## src/rtl/ditherPkg.sv

```systemverilog
package ditherPkg;
  localparam int LFSR_W = 8;
  localparam int WIDTH_CODES = 4;

  typedef struct packed {
    logic       step;
    logic       en;
    logic [1:0] width;
  } ditherStrobe_t;
endpackage

```

## src/rtl/ditherCtrl.sv

```systemverilog
module ditherCtrl
  import ditherPkg::*;
(
  input  logic          clk,
  input  logic          rstN,
  input  logic          refClk,
  input  logic          spreadEn,
  input  logic [1:0]    spreadCfg,
  output ditherStrobe_t stb
);
  logic refMeta, refSync, refPrev;

  always_ff @(posedge clk or negedge rstN) begin
    if (!rstN) begin
      refMeta <= 1'b0;
      refSync <= 1'b0;
      refPrev <= 1'b0;
    end else begin
      refMeta <= refClk;
      refSync <= refMeta;
      refPrev <= refSync;
    end
  end

  always_comb begin
    stb.step  = refSync & ~refPrev;
    stb.en    = spreadEn;
    stb.width = spreadCfg;
  end

  // one advance per reference edge
  assert_single_step_R2: assert property (@(posedge clk) disable iff (!rstN)
    stb.step |=> !stb.step);
endmodule

```

## src/rtl/ditherPath.sv

```systemverilog
module ditherPath
  import ditherPkg::*;
#(
  parameter int               TRIM_W   = 13,
  parameter int               MIN_BITS = 4,
  parameter logic [LFSR_W-1:0] SEED    = 8'h01
)(
  input  logic              clk,
  input  logic              rstN,
  input  ditherStrobe_t     stb,
  input  logic [TRIM_W-1:0] trimIn,
  output logic [LFSR_W-1:0] ditherOut,
  output logic [TRIM_W-1:0] trimOut,
  output logic [LFSR_W-1:0] lfsrState
);
  localparam int SUM_W = TRIM_W + 2;
  localparam logic signed [SUM_W-1:0] TRIM_MAX = SUM_W'((1 << TRIM_W) - 1);

  logic [LFSR_W-1:0] lfsrQ, nextState, ditherQ, ditherD;
  logic [LFSR_W:0]   cand [WIDTH_CODES];

  always_comb nextState = {lfsrQ[LFSR_W-2:0], lfsrQ[7] ^ lfsrQ[5] ^ lfsrQ[4] ^ lfsrQ[3]};

  for (genvar g = 0; g < WIDTH_CODES; g++) begin : gWin
    localparam int N = MIN_BITS + g;
    localparam logic [LFSR_W:0] MASK = (LFSR_W+1)'((1 << N) - 1);
    localparam logic [LFSR_W:0] HALF = (LFSR_W+1)'(1 << (N - 1));
    assign cand[g] = ({1'b0, nextState} & MASK) - HALF;
  end

  always_comb ditherD = stb.en ? cand[stb.width][LFSR_W-1:0] : '0;

  always_ff @(posedge clk or negedge rstN) begin
    if (!rstN) begin
      lfsrQ   <= SEED;
      ditherQ <= '0;
    end else if (stb.step) begin
      lfsrQ   <= nextState;
      ditherQ <= ditherD;
    end
  end

  logic signed [SUM_W-1:0] sumS;
  always_comb begin
    sumS = $signed({2'b00, trimIn}) + $signed({{(SUM_W-LFSR_W){ditherQ[LFSR_W-1]}}, ditherQ});
    if (sumS < 0)             trimOut = '0;
    else if (sumS > TRIM_MAX) trimOut = '1;
    else                      trimOut = sumS[TRIM_W-1:0];
  end

  assign ditherOut = ditherQ;
  assign lfsrState = lfsrQ;

  assert_never_zero_R3: assert property (@(posedge clk) disable iff (!rstN)
    lfsrQ != '0);
  assert_hold_between_R8: assert property (@(posedge clk) disable iff (!rstN)
    !stb.step |=> ($stable(lfsrQ) && $stable(ditherQ)));
  assert_off_is_zero_R4: assert property (@(posedge clk) disable iff (!rstN)
    (stb.step && !stb.en) |=> (ditherOut == '0));
  assert_window_range_R5: assert property (@(posedge clk) disable iff (!rstN)
    (stb.step && stb.en) |=>
      (int'($signed(ditherOut)) >= -(1 << (MIN_BITS + int'($past(stb.width)) - 1)) &&
       int'($signed(ditherOut)) <  (1 << (MIN_BITS + int'($past(stb.width)) - 1))));
  assert_trim_up_R9: assert property (@(posedge clk) disable iff (!rstN)
    !ditherOut[LFSR_W-1] |-> (trimOut >= trimIn));
  assert_trim_down_R9: assert property (@(posedge clk) disable iff (!rstN)
    ditherOut[LFSR_W-1] |-> (trimOut <= trimIn));
endmodule

```

## src/rtl/ditherSpread.sv

```systemverilog
module ditherSpread
  import ditherPkg::*;
#(
  parameter int TRIM_W   = 13,
  parameter int MIN_BITS = 4
)(
  input  logic              clk,
  input  logic              rstN,
  input  logic              refClk,
  input  logic              spreadEn,
  input  logic [1:0]        spreadCfg,
  input  logic [TRIM_W-1:0] trimIn,
  output logic [7:0]        ditherOut,
  output logic [TRIM_W-1:0] trimOut,
  output logic [7:0]        lfsrState
);
  ditherStrobe_t stb;

  ditherCtrl uCtrl (
    .clk(clk), .rstN(rstN), .refClk(refClk),
    .spreadEn(spreadEn), .spreadCfg(spreadCfg), .stb(stb)
  );

  ditherPath #(.TRIM_W(TRIM_W), .MIN_BITS(MIN_BITS), .SEED(8'h01)) uPath (
    .clk(clk), .rstN(rstN), .stb(stb), .trimIn(trimIn),
    .ditherOut(ditherOut), .trimOut(trimOut), .lfsrState(lfsrState)
  );
endmodule

```

## config.mk

```make
export PLATFORM = sky130hd
export DESIGN_NAME = ditherSpread
export DESIGN_NICKNAME = d
export VERILOG_FILES = /design/src/rtl/ditherPkg.sv /design/src/rtl/ditherCtrl.sv /design/src/rtl/ditherPath.sv /design/src/rtl/ditherSpread.sv
export SDC_FILE = /design/constraint.sdc
export NUM_CORES = 1
export LEC_CHECK = 0
export BUFFER_PORTS_ARGS = -buffer_cell sky130_fd_sc_hd__buf_2
export CAP_MARGIN = 20
export CORE_UTILIZATION = 45
export CTS_CLUSTER_DIAMETER = 120
export DETAILED_ROUTE_END_ITERATION = 16
export PLACE_DENSITY_LB_ADDON = 0.12
export SLEW_MARGIN = 20
export SYNTH_ARGS = -nofsm -noshare
export SYNTH_HDL_FRONTEND = slang
export SYNTH_SLANG_ARGS = --single-unit
```

## constraint.sdc

```tcl
create_clock -name clk -period 2.1 [get_ports clk]
set_input_delay 0 -clock clk [delete_from_list [all_inputs] [get_ports clk]]
set_output_delay 0 -clock clk [all_outputs]
set_load 0.02 [all_outputs]
```

; After elaboration in Yosys (flattened, before gate mapping)
; Cells that the tools add are included.
[op_classes]
add_sub_neg = 5
multipliers = 0
div_mod_pow = 0
magnitude_cmp = 3
n_eq_ne = 0
shift = 0
mux = 6
bitwise_logic = 6
reduce_logical = 0
[ops]
columns = cell, n
row1 = 13-bit 2-to-1 mux, 2
row2 = 8-bit 2-to-1 mux, 3
row3 = 9-bit binary-select mux with 2-bit select, 1
row4 = 14-bit by 8-bit adder with 15-bit output, 1
row5 = 15-bit by 14-bit greater-than comparator with 1-bit output (second input constant), 1
row6 = 15-bit by 1-bit less-than comparator with 1-bit output (second input constant), 1
row7 = 7-bit by 7-bit subtractor with 8-bit output (second input constant), 1
row8 = 6-bit by 6-bit subtractor with 7-bit output (second input constant), 1
row9 = 5-bit by 5-bit subtractor with 6-bit output (second input constant), 1
row10 = 4-bit by 4-bit subtractor with 5-bit output (second input constant), 1
row11 = 3-bit greater-or-equal comparator (second input constant), 1
row12 = 2-bit NOT with 3-bit output, 1
row13 = 1-bit XOR, 3
row14 = 1-bit AND, 1
row15 = 1-bit NOT, 1
[totals]
ff_bits = 19
latch_bits = 0
ramBits = 0
mem_bits_ro = 0
in_bits = 19
mem_count = 0

; Depth between registers and ports, before layout
; Gate-level depths: netlist of the first run.
[depth]
word_depth = 8
ltp_mapped = 10
mapped_depth_nobuf = 9

; By module
; From an unflattened synthesis of the first run, not the netlist that was laid out.
[hier_totals]
hier_cells = 178
area_unflattened_um2 = 1682.9
[modules_own_cells]
columns = mod, n_inst, cells_per_inst, area_per_inst_um2, seq_area_each_um2
row1 = ditherPath, 1, 171, 1571.5, 376.6
row2 = ditherCtrl, 1, 7, 111.4, 75.1

; Worst setup path before layout of the first run
; OpenSTA, ideal clock, no wires.
[synth_path]
path_type = reg2out
startpoint = register uPath.ditherQ[3] (netlist: uPath.ditherOut[3])
endpoint = output port trimOut[11]
arrival_ps = 2544
required_ps = 2100
slack_ps = -444
stages_incl_launch_ff = 8
path_cell_list = dfrtp_1 ha_1 and2_4 a221o_1 o2111a_2 or2_4 o41a_1 a31oi_1
[synth_between]
elab_chain_cells = 4
word_cells_on_any_way = 5
cone_classes = 1 x add/sub / 2 x order compare / 2 x mux
[synth_rtl]
columns = item, line_no
row1 = from (decl), ditherPath.sv:19  ; logic [LFSR_W-1:0] lfsrQ, nextState, ditherQ, ditherD;
row2 = from (signal assigned), ditherPath.sv:39  ; ditherQ <= ditherD;
row3 = 14-bit by 8-bit adder with 15-bit output *, ditherPath.sv:45  ; sumS = $signed({2'b00, trimIn}) + $signed({{(SUM_W-LFSR_W){ditherQ[LFSR_W-1]}}, ditherQ});
row4 = 15-bit by 14-bit greater-than comparator with 1-bit output, ditherPath.sv:47  ; else if (sumS > TRIM_MAX) trimOut = '1;
row5 = 13-bit 2-to-1 mux, ditherPath.sv:47
row6 = 13-bit 2-to-1 mux *, ditherPath.sv:46  ; if (sumS < 0) trimOut = '0;
row7 = to (decl), ditherSpread.sv:14  ; output logic [TRIM_W-1:0] trimOut,
; Every way passes the cells marked *; elsewhere a longest branch is shown, timed or not.

; Worst setup path after layout of the first run
[layout_path]
startpoint = register uPath.ditherQ[3] (netlist: uPath.ditherOut[3])
endpoint = output port trimOut[12]
; The elaborated chain is that of the path after synthesis.

==> results of run 1 <==
==> repair_timing <==
item | in CTS | in global routing
buffers inserted | 4 | 3
resized for setup | 30 | 13
endpoints found under the hold margin | 20 | 0
setup endpoints to repair | 13 | 13
cloned | 1 | 0
pin swaps | 10 | 9
hold buffers | 3 | 0
==> where the power goes <==
group	internal [uW]	total (uW)	switching (uW)
registers	359	371	12.1
clock network	106	217	111
logic	613	1240	626
==> layer usage <==
layer  vias up  track usage (%)  part of all wire, %
li1        860                -                    -
met1       801            32.90                   47
met2        45            41.17                   48
met3         6            4.762                  3.6
met4         0            5.397                 0.87
met5         -                0                    0
==> worst paths after layout <==
kind / from / end / depth (start not counted)
worst max-delay path: uPath.ditherOut[3]$_DFFE_PN0P_ / trimOut[12] / 10
max in group asynchronous: rstN / uPath.lfsrState[0]$_DFFE_PN1P_ / 2
worst min-delay path: spreadCfg[1] / uPath.ditherOut[6]$_DFFE_PN0P_ / 3
worst min register to register: uCtrl.refMeta$_DFF_PN0_ / uCtrl.refSync$_DFF_PN0_ / 0
min in group asynchronous: rstN / uCtrl.refSync$_DFF_PN0_ / 2
worst max register to register: uCtrl.refSync$_DFF_PN0_ / uPath.lfsrState[2]$_DFFE_PN0P_ / 2
==> flip-flops by register name, indices dropped and copies added, names as in the netlist <==
name	cells
uCtrl.refMeta	1
uCtrl.refPrev	1
uCtrl.refSync	1
uPath.ditherOut	7
uPath.lfsrState	8
==> worst max-delay path, stage by stage, from the launching register on <==
cell,delay [ns]
dfrtp_2,0.44
ha_4,0.21
and2_4,0.15
a221o_1,0.33
o2111a_2,0.28
or2_4,0.26
o211ai_1,0.17
buf_4,0.17
buf_12,0.14
a31oi_4,0.09
buf_6,0.15
==> metrics by stage <==
stage / cells / utilization (%) / TNS, ns
global placement: 314 / 70.58 / -3.411
detailed placement: 314 / 70.58 / -3.581
global route: 329 / 79.48 / -8.567
CTS: 326 / 76.82 / -7.398
finish: 329 / 79.48 / -7.337
floorplan: 183 / - / -1.650
==> cells by family (layout without fill, tap and decap cells) <==
family,count (synthesis),after routing,synth area share (%)
AO/OA/AOI/OAI,58,58,24.61
XOR/XNOR,15,15,8.152
adder cells (fa/ha/maj),15,15,12.11
buffers and inverters,17,117,5.434
flip-flops,18,18,28.03
multiplexers,9,9,6.211
AND/OR/NAND/NOR,51,51,15.45
==> cell type report <==
cell class	count	share of cell area, %
sequential	18	16.95
tap	46	2.137
inverter	6	0.8360
clock buffer	4	1.347
multi-input combinational	148	49.98
timing repair buffer	107	28.75
==> placed cells by master (no fill, tap or decap), drive strengths merged, types with 6 or more instances in the layout <==
master,instances
nor2,16
inv,6
xor2,7
mux2,8
a21o,6
dfrtp,17
xnor2,8
o21ai,9
buf,104
nand2,14
a21oi,18
ha,14
==> impl_metrics.csv, run 1 <==
group,metric,value,unit
run_status,status,"complete, but fails checks",
run_status,violations,"negative setup slack",
clock_tree,htree_levels,1,
final_layout,stdcell_area,2694,um2
grt,grt_pass1_vias,1579,
grt,grt_overflow_total,0,
synthesis,synthTopCellsByCount,"a21oi_1 (18), dfrtp_1 (17), nor2_1 (16), ha_1 (14), nand2_1 (14)",
placement,place_ws,-0.3378,ns
timing,setup_viol,13,
routing,routed_wirelength,4.624,mm
clock_tree,cts_buffers,3,
synthesis,synth-main-ff-cell,"dfrtp_1",
final_layout,fill_cells,224,
power,power,1827,uW
synthesis,syn_inst,183,
synthesis,synthesis.nets,217,
timing,holdWs,0.01882,ns
routing,vias,1712,
routing,viasPerCell,5.204,
timing,drv_slew,0,
timing,worstMarginPinSlew,0.6981,ns
timing,setup_slack,-0.5903,ns
synthesis,synth-seq-area-share,28.03,%
timing,relSlewSlack,53.46,%
clock_tree,cts_tree,"done",
synthesis,synth_top_area_cell,"dfrtp_1",
floorplanning,num_rows,21,
placement,port_buffers,47,
timing,rsz0062_at_grt,"yes",
routing,avgRoutedWirePerCell,14.05,um
floorplanning,die_y,61.85,um
power,leakagePower,0.001320,uW
synthesis,post-synth-top-area-fraction,26.40,%
floorplanning,core-area,3390,um2
final_layout,synthToLayoutAreaGrowth,67.16,%
synthesis,synth-edff-count,0,
final_layout,nets,318,
power,power_density,678.3,nW/um2
worst_setup_path,start_kind,"flop",
timing,fmax,371.7,MHz
routing,drtAntennaViolNets,0,
worst_setup_path,endpoint_kind,"output port",
synthesis,syn_area_per_cell,8.806,um2
routing,dr.pass1.iters,4,
worst_setup_path,crit_fanout,6,
final_layout,drive_gt1_share,55.83,%
synthesis,ys_ff_latch,18,
power,ir_worst_vdd,0.3952,mV
synthesis,synth.area.top_cells,"dfrtp_1 (26%), ha_1 (11%), a21oi_1 (5.6%)",
grt,grtUsageTotal,24.52,%
routing,drc_errors,0,
floorplanning,start_util,47.55,%
worst_setup_path,ff2ff_setup_slack,0.65,ns
final_layout,seq_area,456.7,um2
synthesis,synth_most_common_cell,"a21oi_1",
timing,fin_crit,2.690,ns
hold_path,hold_class,"in -> reg",
routing,initialDrtViolationCount,61,
worst_setup_path,worstPathRequired,2.10,ns
grt,grt_start_max_net_pins,19,
clock_tree,clk_path_buf_depth,2,
clock_tree,cts_root_buf,"clkbuf_4",
flow_run,cap_viol_max_count,0,
timing,hold_viol,0,
clock_tree,clk_pin_slew,0.10,ns
worst_setup_path,crit_type,"reg -> out",
grt,antenna_found_initial,0,
synthesis,syn-cell-area,1612,um2
clock_tree,clock_latency,0.30,ns
floorplanning,ioPinCount,48,
final_layout,multi_input_area,1346,um2
synthesis,synthArstFlopShare,100.0,%
grt,grt_pass1_wl,6.906,mm
clock_tree,clock_sinks,18,
synthesis,yosysWarnings,0,
floorplanning,fp.dieW,61.85,um
timing,fin_crit_sh,128.1,%
worst_setup_path,arrival,2.69,ns
placement,placed_cell_area,2392,um2
floorplanning,die_area,3825,um2
placement,place.gp.congestion,0.9063,
final_layout,insertedDiodeCount,0,
placement,dpl.hpwl,3.404,mm
synthesis,synth.distinct_cells,47,
timing,fin_worst_skew,0.002026,ns
Note: power is estimated with default switching activity, not from simulation.
==> run 2, diff against run 1 <==
--- a/config.mk
+++ b/config.mk
@@ -11,6 +11,7 @@
 export CTS_CLUSTER_DIAMETER = 120
 export DETAILED_ROUTE_END_ITERATION = 16
 export PLACE_DENSITY_LB_ADDON = 0.12
+export RECOVER_POWER = 100
 export SLEW_MARGIN = 20
 export SYNTH_ARGS = -nofsm -noshare
 export SYNTH_HDL_FRONTEND = slang
==> impl_metrics.csv, run 2 (synthesis gave the netlist of run 1 again) <==
group,metric,value,unit
grt,grt_overflow_total,0,
timing,worstMarginPinSlew,0.9247,ns
placement,place_ws,-0.3378,ns
final_layout,nets,318,
power,leakagePower,0.001258,uW
timing,relSlewSlack,38.35,%
worst_setup_path,critical_path.startpoint,"uPath.ditherOut[3]$_DFFE_PN0P_",
floorplanning,fp.dieW,61.85,um
floorplanning,start_util,47.55,%
timing,fin_crit_sh,127.7,%
worst_setup_path,cp_top_family,"compound AO/OA/AOI/OAI gates",
floorplanning,core-area,3390,um2
flow_run,cap_viol_max_count,0,
final_layout,layout_commonest_cell,"buf_4",
floorplanning,ioPinCount,48,
clock_tree,clk_pin_slew,0.10,ns
routing,vias,1710,
run_status,status,"complete, but fails checks",
hold_path,min_path_cells,3,
run_status,violations,"negative setup slack",
worst_setup_path,arrival,2.68,ns
worst_setup_path,start_kind,"flop",
placement,dpl.hpwl,3.404,mm
worst_setup_path,crit_path_end,"trimOut[12]",
worst_setup_path,path_buf_inv,3,
floorplanning,die_y,61.85,um
floorplanning,die_area,3825,um2
floorplanning,num_rows,21,
grt,grt_start_max_net_pins,19,
grt,grtUsageTotal,24.52,%
timing,fin_crit,2.681,ns
power,ir_worst_vdd,0.3865,mV
timing,rsz0062_at_grt,"yes",
worst_setup_path,crit_type,"reg -> out",
worst_setup_path,slowest_stage,"dfrtp_2",
clock_tree,clock_sinks,18,
clock_tree,htree_levels,1,
power,power_density,679.7,nW/um2
routing,viasPerCell,5.198,
hold_path,hold_class,"in -> reg",
placement,port_buffers,47,
timing,setup_viol,13,
final_layout,largest_register_ffs,8,
worst_setup_path,worstPathRequired,2.10,ns
worst_setup_path,cp_num_cells,10,
clock_tree,cts_root_buf,"clkbuf_4",
final_layout,insertedDiodeCount,0,
routing,avgRoutedWirePerCell,13.97,um
worst_setup_path,ff2ff_setup_slack,0.67,ns
timing,setup_slack,-0.5815,ns
worst_setup_path,crit-reg2reg-launch,"uCtrl.refSync$_DFF_PN0_",
final_layout,drive_gt1_share,50.53,%
routing,routed_wirelength,4.595,mm
worst_setup_path,endpoint_kind,"output port",
clock_tree,clk_path_buf_depth,2,
routing,dr.pass1.iters,4,
worst_setup_path,critical-path-max-stage-delay,0.44,ns
worst_setup_path,r2r_end,"uPath.lfsrState[2]$_DFFE_PN0P_",
final_layout,layout.cells.most_common_list,"buf_4 (51), buf_2 (24), nor2_1 (16)",
timing,hold_viol,0,
timing,fin_worst_skew,0.002117,ns
grt,grt_pass1_wl,6.906,mm
timing,fmax,372.9,MHz
clock_tree,clock_latency,0.29,ns
clock_tree,cts_buffers,3,
grt,antenna_found_initial,0,
worst_setup_path,ff2ff_path_depth,2,
grt,grt_pass1_vias,1579,
timing,drv_slew,0,
worst_setup_path,crit_fanout,6,
final_layout,synthToLayoutAreaGrowth,65.99,%
routing,drtAntennaViolNets,0,
worst_setup_path,path_cells,"ha_4 > and2_4 > a221o_1 > o2111a_2 > or2_4 > o211ai_1 > buf_4 > buf_12 > a31oi_4 > buf_6",
placement,place.gp.congestion,0.9063,
routing,drc_errors,0,
clock_tree,cts_tree,"done",
power,power,1818,uW
routing,initialDrtViolationCount,52,
==> run 2: timing repair <==
action | CTS | global route
gates resized for setup | 30 | 13
pin swaps | 10 | 9
hold endpoints to repair | 20 | 0
hold buffers | 3 | 0
setup endpoints to repair | 13 | 13
setup buffers | 4 | 3
cloned | 1 | 0
==> run 2: power by group <==
| part | internal [uW] | leakage, uW | switching, uW |
|---|---|---|---|
| logic | 611 | 0.00101 | 627 |
| clock network | 106 | 0.0000210 | 103 |
| registers | 359 | 0.000231 | 12.1 |
| total | 1080 | 0.00126 | 743 |
==> run 2: area by class of cell <==
class / count / area [um2]
Multi-Input combinational cell: 148 / 1346
Sequential cell: 18 / 456.7
Tap cell: 46 / 57.56
Clock buffer: 4 / 36.28
Fill cell: 234 / 714.4
Inverter: 6 / 22.52
Timing Repair Buffer: 107 / 755.7
==> run 2: metrics by stage <==
step / util [%] / setup TNS (ns) / hold slack (ns) / cell area, um2 / cells
6_report: 78.92 / -7.220 / 0.02758 / 2675 / 329
5_1_grt: 78.92 / -8.567 / 0.01819 / 2675 / 329
4_1_cts: 76.82 / -7.398 / 0.01657 / 2604 / 326
3_5_place_dp: 70.58 / -3.581 / -0.05254 / 2392 / 314
3_3_place_gp: 70.58 / -3.411 / -0.06225 / 2392 / 314
2_1_floorplan: - / -1.650 / -0.2956 / 1805 / 183
==> run 2: per-layer routing <==
layer,track usage (%),vias up,part of all wire (%)
met5,0,-,0
met4,5.397,0,0.59
met3,4.762,4,4.0
met2,41.17,45,48
met1,32.90,800,47
li1,-,861,-
==> run 2: tightest hold or removal path: stages <==
cell and delay, ns:
buf_2 0.12, nand2_1 0.05, a22o_1 0.11
==> run 2: worst min-delay path by stage <==
stage / startpoint / end / slack, ns
after floorplan: rstN / uCtrl.refMeta$_DFF_PN0_ / -0.30
after global placement: rstN / uCtrl.refMeta$_DFF_PN0_ / -0.06
after CTS: spreadCfg[1] / uPath.ditherOut[6]$_DFFE_PN0P_ / 0.02
after detailed placement: rstN / uCtrl.refSync$_DFF_PN0_ / -0.05
final: spreadCfg[1] / uPath.ditherOut[6]$_DFFE_PN0P_ / 0.03
after global routing: spreadCfg[1] / uPath.ditherOut[5]$_DFFE_PN0P_ / 0.02
